<file path="config.mk">
export PLATFORM = sky130hd
export DESIGN_NAME = i2c_gpio_bank
export DESIGN_NICKNAME = d
export VERILOG_FILES = /design/src/rtl/i2cgpio_pkg.sv /design/src/rtl/i2c_bus_sync.sv /design/src/rtl/i2c_target_fsm.sv /design/src/rtl/gpio_regbank.sv /design/src/rtl/i2c_gpio_bank.sv
export SDC_FILE = /design/constraint.sdc
export NUM_CORES = 1
export LEC_CHECK = 0
export ABC_AREA = 0
export BUFFER_PORTS_ARGS = -buffer_cell sky130_fd_sc_hd__buf_2
export CAP_MARGIN = 25
export CORE_ASPECT_RATIO = 1.2
export CORE_MARGIN = 4
export CORE_UTILIZATION = 50
export CTS_CLUSTER_DIAMETER = 40
export DETAILED_ROUTE_END_ITERATION = 7
export GPL_TIMING_DRIVEN = 0
export PLACE_DENSITY = 0.81
export REMOVE_ABC_BUFFERS = 1
export SYNTH_ARGS = -nofsm -noshare
export SYNTH_HDL_FRONTEND = slang
export SYNTH_SLANG_ARGS = --single-unit
</file>
<file path="constraint.sdc">
create_clock -name clk -period 2.55 [get_ports clk]
set_input_delay 0.255 -clock clk [delete_from_list [all_inputs] [get_ports clk]]
set_output_delay 0.255 -clock clk [all_outputs]
set_load 0.01 [all_outputs]
</file>
<file path="src/rtl/i2cgpio_pkg.sv">
package i2cgpio_pkg;

    localparam int BYTE_W = 8;
    localparam int PTR_W  = 16;

    typedef enum logic [2:0] {
        ST_IDLE,
        ST_ADDR,
        ST_ACK_A,
        ST_RX,
        ST_ACK_R,
        ST_TX,
        ST_ACK_T
    } tgt_state_e;

    typedef struct packed {
        logic scl;
        logic sda;
        logic start;
        logic stop;
        logic rise;
        logic fall;
    } bus_evt_t;

    typedef struct packed {
        logic              en;
        logic [PTR_W-1:0]  addr;
        logic [BYTE_W-1:0] data;
    } reg_wr_t;

    function automatic logic addr_hit(input logic [6:0] a, input logic [6:0] base,
                                      input int ign);
        logic [6:0] mask;
        mask = 7'h7f << ign;
        return (a & mask) == (base & mask);
    endfunction

endpackage

</file>
<file path="src/rtl/i2c_bus_sync.sv">
module i2c_bus_sync
    import i2cgpio_pkg::*;
(
    input  logic     clk,
    input  logic     rst,
    input  logic     scl_i,
    input  logic     sda_i,
    output bus_evt_t ev
);
    logic [2:0] scl_ff;
    logic [2:0] sda_ff;

    always_ff @(posedge clk) begin
        if (rst) begin
            scl_ff <= 3'b111;
            sda_ff <= 3'b111;
        end else begin
            scl_ff <= {scl_ff[1:0], scl_i};
            sda_ff <= {sda_ff[1:0], sda_i};
        end
    end

    always_comb begin
        ev.scl   = scl_ff[1];
        ev.sda   = sda_ff[1];
        ev.start = scl_ff[1] & scl_ff[2] & sda_ff[2] & ~sda_ff[1];
        ev.stop  = scl_ff[1] & scl_ff[2] & ~sda_ff[2] & sda_ff[1];
        ev.rise  = ~scl_ff[2] & scl_ff[1];
        ev.fall  = scl_ff[2] & ~scl_ff[1];
    end
endmodule

</file>
<file path="src/rtl/i2c_target_fsm.sv">
module i2c_target_fsm
    import i2cgpio_pkg::*;
#(
    parameter logic [6:0] TGT_ADDR    = 7'h28,
    parameter int         ADDR_IGNORE = 3
) (
    input  logic              clk,
    input  logic              rst,
    input  bus_evt_t          ev,
    input  logic [BYTE_W-1:0] rd_data,
    output logic              sda_oe,
    output reg_wr_t           wr,
    output logic [PTR_W-1:0]  ptr
);
    tgt_state_e        state;
    logic [3:0]        bitcnt;
    logic [BYTE_W-1:0] shreg;
    logic              rw;
    logic              mack;
    logic [1:0]        byte_idx;

    always_ff @(posedge clk) begin
        if (rst) begin
            state    <= ST_IDLE;
            bitcnt   <= '0;
            shreg    <= '0;
            rw       <= 1'b0;
            mack     <= 1'b0;
            byte_idx <= '0;
            ptr      <= '0;
            sda_oe   <= 1'b0;
            wr       <= '0;
        end else begin
            wr.en <= 1'b0;
            if (ev.stop) begin
                state  <= ST_IDLE;
                sda_oe <= 1'b0;
            end else if (ev.start) begin
                state    <= ST_ADDR;
                bitcnt   <= '0;
                byte_idx <= '0;
                sda_oe   <= 1'b0;
            end else begin
                case (state)
                    ST_ADDR: begin
                        if (ev.rise) begin
                            shreg  <= {shreg[BYTE_W-2:0], ev.sda};
                            bitcnt <= bitcnt + 4'd1;
                        end else if (ev.fall && bitcnt == 4'd8) begin
                            if (addr_hit(shreg[7:1], TGT_ADDR, ADDR_IGNORE)) begin
                                sda_oe <= 1'b1;
                                rw     <= shreg[0];
                                state  <= ST_ACK_A;
                            end else begin
                                state <= ST_IDLE;
                            end
                        end
                    end
                    ST_ACK_A: begin
                        if (ev.fall) begin
                            bitcnt <= '0;
                            if (rw) begin
                                shreg  <= rd_data;
                                sda_oe <= ~rd_data[7];
                                state  <= ST_TX;
                            end else begin
                                sda_oe <= 1'b0;
                                state  <= ST_RX;
                            end
                        end
                    end
                    ST_RX: begin
                        if (ev.rise) begin
                            shreg  <= {shreg[BYTE_W-2:0], ev.sda};
                            bitcnt <= bitcnt + 4'd1;
                        end else if (ev.fall && bitcnt == 4'd8) begin
                            sda_oe <= 1'b1;
                            state  <= ST_ACK_R;
                            case (byte_idx)
                                2'd0:    ptr[15:8] <= shreg;
                                2'd1:    ptr[7:0]  <= shreg;
                                default: begin
                                    wr.en   <= 1'b1;
                                    wr.addr <= ptr;
                                    wr.data <= shreg;
                                    ptr     <= ptr + 1'b1;
                                end
                            endcase
                            if (byte_idx != 2'd2) byte_idx <= byte_idx + 2'd1;
                        end
                    end
                    ST_ACK_R: begin
                        if (ev.fall) begin
                            sda_oe <= 1'b0;
                            bitcnt <= '0;
                            state  <= ST_RX;
                        end
                    end
                    ST_TX: begin
                        if (ev.rise) begin
                            bitcnt <= bitcnt + 4'd1;
                        end else if (ev.fall) begin
                            if (bitcnt == 4'd8) begin
                                sda_oe <= 1'b0;
                                ptr    <= ptr + 1'b1;
                                state  <= ST_ACK_T;
                            end else if (bitcnt != 4'd0) begin
                                shreg  <= {shreg[BYTE_W-2:0], 1'b0};
                                sda_oe <= ~shreg[BYTE_W-2];
                            end
                        end
                    end
                    ST_ACK_T: begin
                        if (ev.rise) begin
                            mack <= ~ev.sda;
                        end else if (ev.fall) begin
                            bitcnt <= '0;
                            if (mack) begin
                                shreg  <= rd_data;
                                sda_oe <= ~rd_data[7];
                                state  <= ST_TX;
                            end else begin
                                state <= ST_IDLE;
                            end
                        end
                    end
                    default: ;
                endcase
            end
        end
    end

    AST_SDA_ONLY_SCL_LOW: assert property (@(posedge clk) disable iff (rst)
        (ev.scl && $past(ev.scl) && !ev.stop && !ev.start) |-> $stable(sda_oe));
    AST_STOP_RELEASE: assert property (@(posedge clk) disable iff (rst)
        ev.stop |=> (!sda_oe && state == ST_IDLE));
    AST_PTR_AFTER_WRITE: assert property (@(posedge clk) disable iff (rst)
        wr.en |-> (ptr == wr.addr + 1'b1));
endmodule

</file>
<file path="src/rtl/gpio_regbank.sv">
module gpio_regbank
    import i2cgpio_pkg::*;
#(
    parameter int NUM_PINS  = 44,
    parameter int SEL_A_REG = 307,
    parameter int SEL_B_REG = 308,
    parameter int PWM_REG   = 309,
    parameter int SEL_W     = 3
) (
    input  logic                clk,
    input  logic                rst,
    input  reg_wr_t             wr,
    input  logic [PTR_W-1:0]    rd_addr,
    input  logic [NUM_PINS-1:0] gpio_in,
    output logic [NUM_PINS-1:0] gpio_out,
    output logic [NUM_PINS-1:0] gpio_oe,
    output logic [SEL_W-1:0]    uart_sel_a,
    output logic [SEL_W-1:0]    uart_sel_b,
    output logic                pwm_route,
    output logic [BYTE_W-1:0]   rd_data
);
    localparam int PIN_IDX_W = $clog2(NUM_PINS);

    logic [NUM_PINS-1:0] in_meta, in_sync;

    always_ff @(posedge clk) begin
        if (rst) begin
            in_meta <= '0;
            in_sync <= '0;
        end else begin
            in_meta <= gpio_in;
            in_sync <= in_meta;
        end
    end

    for (genvar i = 0; i < NUM_PINS; i++) begin : g_pin
        always_ff @(posedge clk) begin
            if (rst) begin
                gpio_oe[i]  <= 1'b0;
                gpio_out[i] <= 1'b0;
            end else if (wr.en && wr.addr == PTR_W'(i)) begin
                gpio_oe[i]  <= wr.data[0];
                gpio_out[i] <= wr.data[1];
            end
        end
    end

    always_ff @(posedge clk) begin
        if (rst) begin
            uart_sel_a <= '0;
            uart_sel_b <= '0;
            pwm_route  <= 1'b0;
        end else if (wr.en) begin
            if (wr.addr == PTR_W'(SEL_A_REG)) uart_sel_a <= wr.data[SEL_W-1:0];
            if (wr.addr == PTR_W'(SEL_B_REG)) uart_sel_b <= wr.data[SEL_W-1:0];
            if (wr.addr == PTR_W'(PWM_REG))   pwm_route  <= wr.data[0];
        end
    end

    always_comb begin
        rd_data = '0;
        if (rd_addr < PTR_W'(NUM_PINS)) begin
            rd_data[0] = gpio_oe[rd_addr[PIN_IDX_W-1:0]];
            rd_data[1] = gpio_out[rd_addr[PIN_IDX_W-1:0]];
            rd_data[2] = in_sync[rd_addr[PIN_IDX_W-1:0]];
        end else if (rd_addr == PTR_W'(SEL_A_REG)) begin
            rd_data[SEL_W-1:0] = uart_sel_a;
        end else if (rd_addr == PTR_W'(SEL_B_REG)) begin
            rd_data[SEL_W-1:0] = uart_sel_b;
        end else if (rd_addr == PTR_W'(PWM_REG)) begin
            rd_data[0] = pwm_route;
        end
    end

    logic wr_unmapped;
    assign wr_unmapped = wr.en && !(wr.addr < PTR_W'(NUM_PINS)) &&
                         wr.addr != PTR_W'(SEL_A_REG) && wr.addr != PTR_W'(SEL_B_REG) &&
                         wr.addr != PTR_W'(PWM_REG);

    AST_UNMAPPED_NO_EFFECT: assert property (@(posedge clk) disable iff (rst)
        wr_unmapped |=> ($stable(gpio_oe) && $stable(gpio_out) && $stable(uart_sel_a) &&
                         $stable(uart_sel_b) && $stable(pwm_route)));
endmodule

</file>
<file path="src/rtl/i2c_gpio_bank.sv">
module i2c_gpio_bank
    import i2cgpio_pkg::*;
#(
    parameter int         NUM_PINS    = 44,
    parameter logic [6:0] TGT_ADDR    = 7'h28,
    parameter int         ADDR_IGNORE = 3,
    parameter int         SEL_A_REG   = 307,
    parameter int         SEL_B_REG   = 308,
    parameter int         PWM_REG     = 309,
    parameter int         SEL_W       = 3
) (
    input  logic                clk,
    input  logic                rst,
    input  logic                scl_i,
    input  logic                sda_i,
    output logic                sda_oe,
    input  logic [NUM_PINS-1:0] gpio_in,
    output logic [NUM_PINS-1:0] gpio_out,
    output logic [NUM_PINS-1:0] gpio_oe,
    output logic [SEL_W-1:0]    uart_sel_a,
    output logic [SEL_W-1:0]    uart_sel_b,
    output logic                pwm_route
);
    bus_evt_t          ev;
    reg_wr_t           wr;
    logic [PTR_W-1:0]  ptr;
    logic [BYTE_W-1:0] rd_data;

    i2c_bus_sync u_sync (
        .clk   (clk),
        .rst   (rst),
        .scl_i (scl_i),
        .sda_i (sda_i),
        .ev    (ev)
    );

    i2c_target_fsm #(
        .TGT_ADDR    (TGT_ADDR),
        .ADDR_IGNORE (ADDR_IGNORE)
    ) u_fsm (
        .clk     (clk),
        .rst     (rst),
        .ev      (ev),
        .rd_data (rd_data),
        .sda_oe  (sda_oe),
        .wr      (wr),
        .ptr     (ptr)
    );

    gpio_regbank #(
        .NUM_PINS  (NUM_PINS),
        .SEL_A_REG (SEL_A_REG),
        .SEL_B_REG (SEL_B_REG),
        .PWM_REG   (PWM_REG),
        .SEL_W     (SEL_W)
    ) u_regs (
        .clk        (clk),
        .rst        (rst),
        .wr         (wr),
        .rd_addr    (ptr),
        .gpio_in    (gpio_in),
        .gpio_out   (gpio_out),
        .gpio_oe    (gpio_oe),
        .uart_sel_a (uart_sel_a),
        .uart_sel_b (uart_sel_b),
        .pwm_route  (pwm_route),
        .rd_data    (rd_data)
    );
endmodule

</file>
==> impl_metrics.py <==
metrics = {
    "synthesis": {
        "syn_area_sq_um": 10600,
        "ys_warn_count": 0,
        "synthDistinctLibCells": 77,
        "synth.area.top_cells": "dfxtp_1, nand2_1, mux4_2",
        "synth.yosys.seq_area_share_pct": 46.2,
        "synth_edf_count": 0,
        "synthFlopType": "dfxtp_1",
        "ys_ff_latch": 245,
        "yosysTopAreaCellShare_pct": 46.2,
        "avgSynthCellArea_sq_um": 8.96,
        "synthCells": 1185,
        "yosysTopAreaCell": "dfxtp_1",
        "async_flop_share_pct": 0,
    },
    "critical_path": {
        "critical-path-max-stage-delay_ps": 660,
        "critPathKind": "reg -> reg",
        "crit_slowest_cell": "dfxtp_2",
        "required_ps": 2920,
        "critical_path_peak_fanout": 25,
        "cp-end-kind": "register",
        "crit_arrival_ps": 2770,
        "crit_chain": "buf_12 -> mux4_2 -> and3_1 -> a31oi_1 -> nand3_1 -> o221ai_1 -> a311oi_1",
        "cp-start-kind": "register",
    },
    "pwr": {
        "power.switching_uw": 1670,
        "pwr-share-comb_pct": 3.2,
        "clkPwrFrac_pct": 46.0,
        "total_power_uw": 7730,
        "power_frac_seq_pct": 50.7,
        "power_density_nw_per_um2": 609,
        "max-vdd-ir-drop_uv": 605,
        "switching_share_pct": 21.6,
        "p_int_uw": 6060,
        "leakage_uw": 0.00493,
    },
    "finish": {
        "final_common_cell": "dfxtp_1",
        "nets": 1375,
        "syn_to_final_growth_pct": 19.6,
        "layout_common_cells": "dfxtp_1, nand2_1, buf_2",
        "drive_gt1_share_pct": 19.8,
    },
    "route": {
        "wl_um": 28500,
        "routedWlPerCell_um": 17.8,
        "ant_nets": 0,
        "drt_iter0_drc": 846,
        "vias_per_cell": 5.74,
        "first_pass_iters": 5,
        "drc": 0,
        "vias": 9215,
    },
    "timing": {
        "slew_headroom_pct": 47.3,
        "max_slew.worst_pin.slew_ps": 791,
        "timing.final.crit_share_pct": 94.2,
        "finClkSkew_ps": 15.7,
        "rsz0062_at_grt": "no",
        "maxSlewViolCount": 0,
        "period_minus_slack_ps": 2400,
        "max_freq_mhz": 416,
        "hold_viol": 0,
        "setup_violations": 0,
        "fin_tns_setup_ps": 0,
    },
    "clocking": {
        "cts.sinks": 245,
        "numCtsBuffers": 24,
        "clockRootBuffer": "clkbuf_16",
        "cts_max_level": 1,
        "cts_tree": "yes",
        "clock_latency_ps": 510,
        "clockBufferDepth": 3,
        "clk_pin_slew_ps": 70,
    },
    "min_path": {
        "hp-class": "in -> reg",
    },
    "flow_run": {
        "drv_cap": 0,
    },
    "grt": {
        "antenna_found_initial": 1,
        "grt.total_usage_pct": 23.5,
        "grt_max_degree": 146,
        "grt_overflow": 0,
        "grt_pass1_vias": 9082,
        "grt_pass1_wl_um": 46300,
    },
    "place": {
        "io_buffers": 143,
        "dp_hpwl_um": 18300,
        "place.gp.congestion": 0.910,
    },
    "die": {
        "rows": 58,
        "dieArea_sq_um": 23600,
        "die_w_um": 141,
        "core-area_sq_um": 20900,
        "fp.dieH_um": 168,
        "io_pins": 144,
        "initial_core_util_pct": 50.8,
    },
    "run_status": {
        "status": "finished, final reports clean",
    },
}
==> sequential cells by signal, summed over array words and instances, names as in the netlist, 4 cells and up <==
register,count
u_regs.in_sync,44
u_fsm.wr,20
u_regs.in_meta,44
u_regs.gpio_oe,44
u_regs.gpio_out,44
u_fsm.ptr,16
u_fsm.bitcnt,4
u_fsm.shreg,8
==> worst paths after layout <==
kind,start,to,slack (ps),cells past startpoint
worst max register to register,u_fsm.ptr[1],u_fsm.shreg[2],150,7
worst min register to register,u_sync.sda_ff[0],u_sync.sda_ff[1],410,1
worst max-delay path,u_fsm.ptr[1],u_fsm.shreg[2],150,7
worst min-delay path,gpio_in[24],u_regs.in_meta[24],10,2
==> final cells by class <==
| class | instances | area, sq um |
|---|---|---|
| Inverter | 14 | 55.1 |
| Sequential cell | 245 | 4920 |
| Clock inverter | 10 | 100 |
| Antenna cell | 1 | 2.50 |
| Multi-Input combinational cell | 836 | 5240 |
| Timing Repair Buffer | 198 | 1350 |
| Clock buffer | 32 | 692 |
| Tap cell | 270 | 338 |
| Fill cell | 1702 | 8200 |
==> cells by family (layout without fill, tap and decap cells) <==
family,Yosys count,count (layout),share of synthesized area (%)
DFF,245,245,46.2
buffers and inverters,104,254,4.41
muxes,71,71,10.6
other,0,1,0
and+or+nand+nor,495,495,23.7
xor gates and xnor gates,1,1,0.0825
adders and majority gates,8,8,0.943
AOI/OAI and AO/OA,261,261,14.1
==> synthesized netlist by cell type, types with 6 or more instances <==
cell / number
nor3_1: 11
mux2i_1: 39
nor3b_1: 8
mux4_2: 29
clkbuf_1: 64
a211oi_1: 11
nand3_1: 30
nor2b_1: 95
nand2_1: 175
a21oi_1: 117
ha_1: 8
nand2b_1: 11
o21ai_0: 89
nand3b_1: 6
and3_1: 9
buf_2: 16
dfxtp_1: 245
inv_1: 13
nor2_1: 95
or2_2: 8
==> worst max-delay path: cells and delay by family, from the launching register on <==
family,cells,cell delay (ps)
flip-flops,1,660
multiplexers,1,550
AO/OA/AOI/OAI,3,450
AND/OR/NAND/NOR,2,300
buffers and inverters,1,290
==> power by group through the flow <==
stage	registers [uW]	clock network, uW	logic (uW)
6_report	3920	3560	250
5_1_grt	3920	3760	272
4_1_cts	3920	3580	243
3_5_place_dp	4010	0	192
3_3_place_gp	4000	0	186
2_1_floorplan	4000	0	78.7
==> stage by stage <==
stage          instances  util (%)  instance area [sq um]  setup slack [ps]  hold slack [ps]
2_1_floorplan       1095         -                  10200              -528              324
5_1_grt             1606      60.7                  12700              9.09             6.83
4_1_cts             1600      60.5                  12600              33.9             5.43
6_report            1606      60.7                  12700               147             13.2
3_5_place_dp        1515      54.6                  11400              -244              394
3_3_place_gp        1508      53.8                  11300             -2030              393
==> metal layers <==
metal  track usage [%]  vias to the layer above  part of all wire, %
met5                 0                        -                    0
met1              29.7                     4329                   40
met3              3.31                       88                  6.9
met4              8.68                        0                  3.7
met2              40.6                      438                   50
li1                  -                     4360                    -
==> what timing repair did <==
action	in CTS	in global routing
setup endpoints to repair	2	29
endpoints found under the hold margin	43	0
resized for setup	3	4
setup buffers	0	5
hold buffers	43	0
pin swaps	0	2
Power figures use the tool's default switching activity.
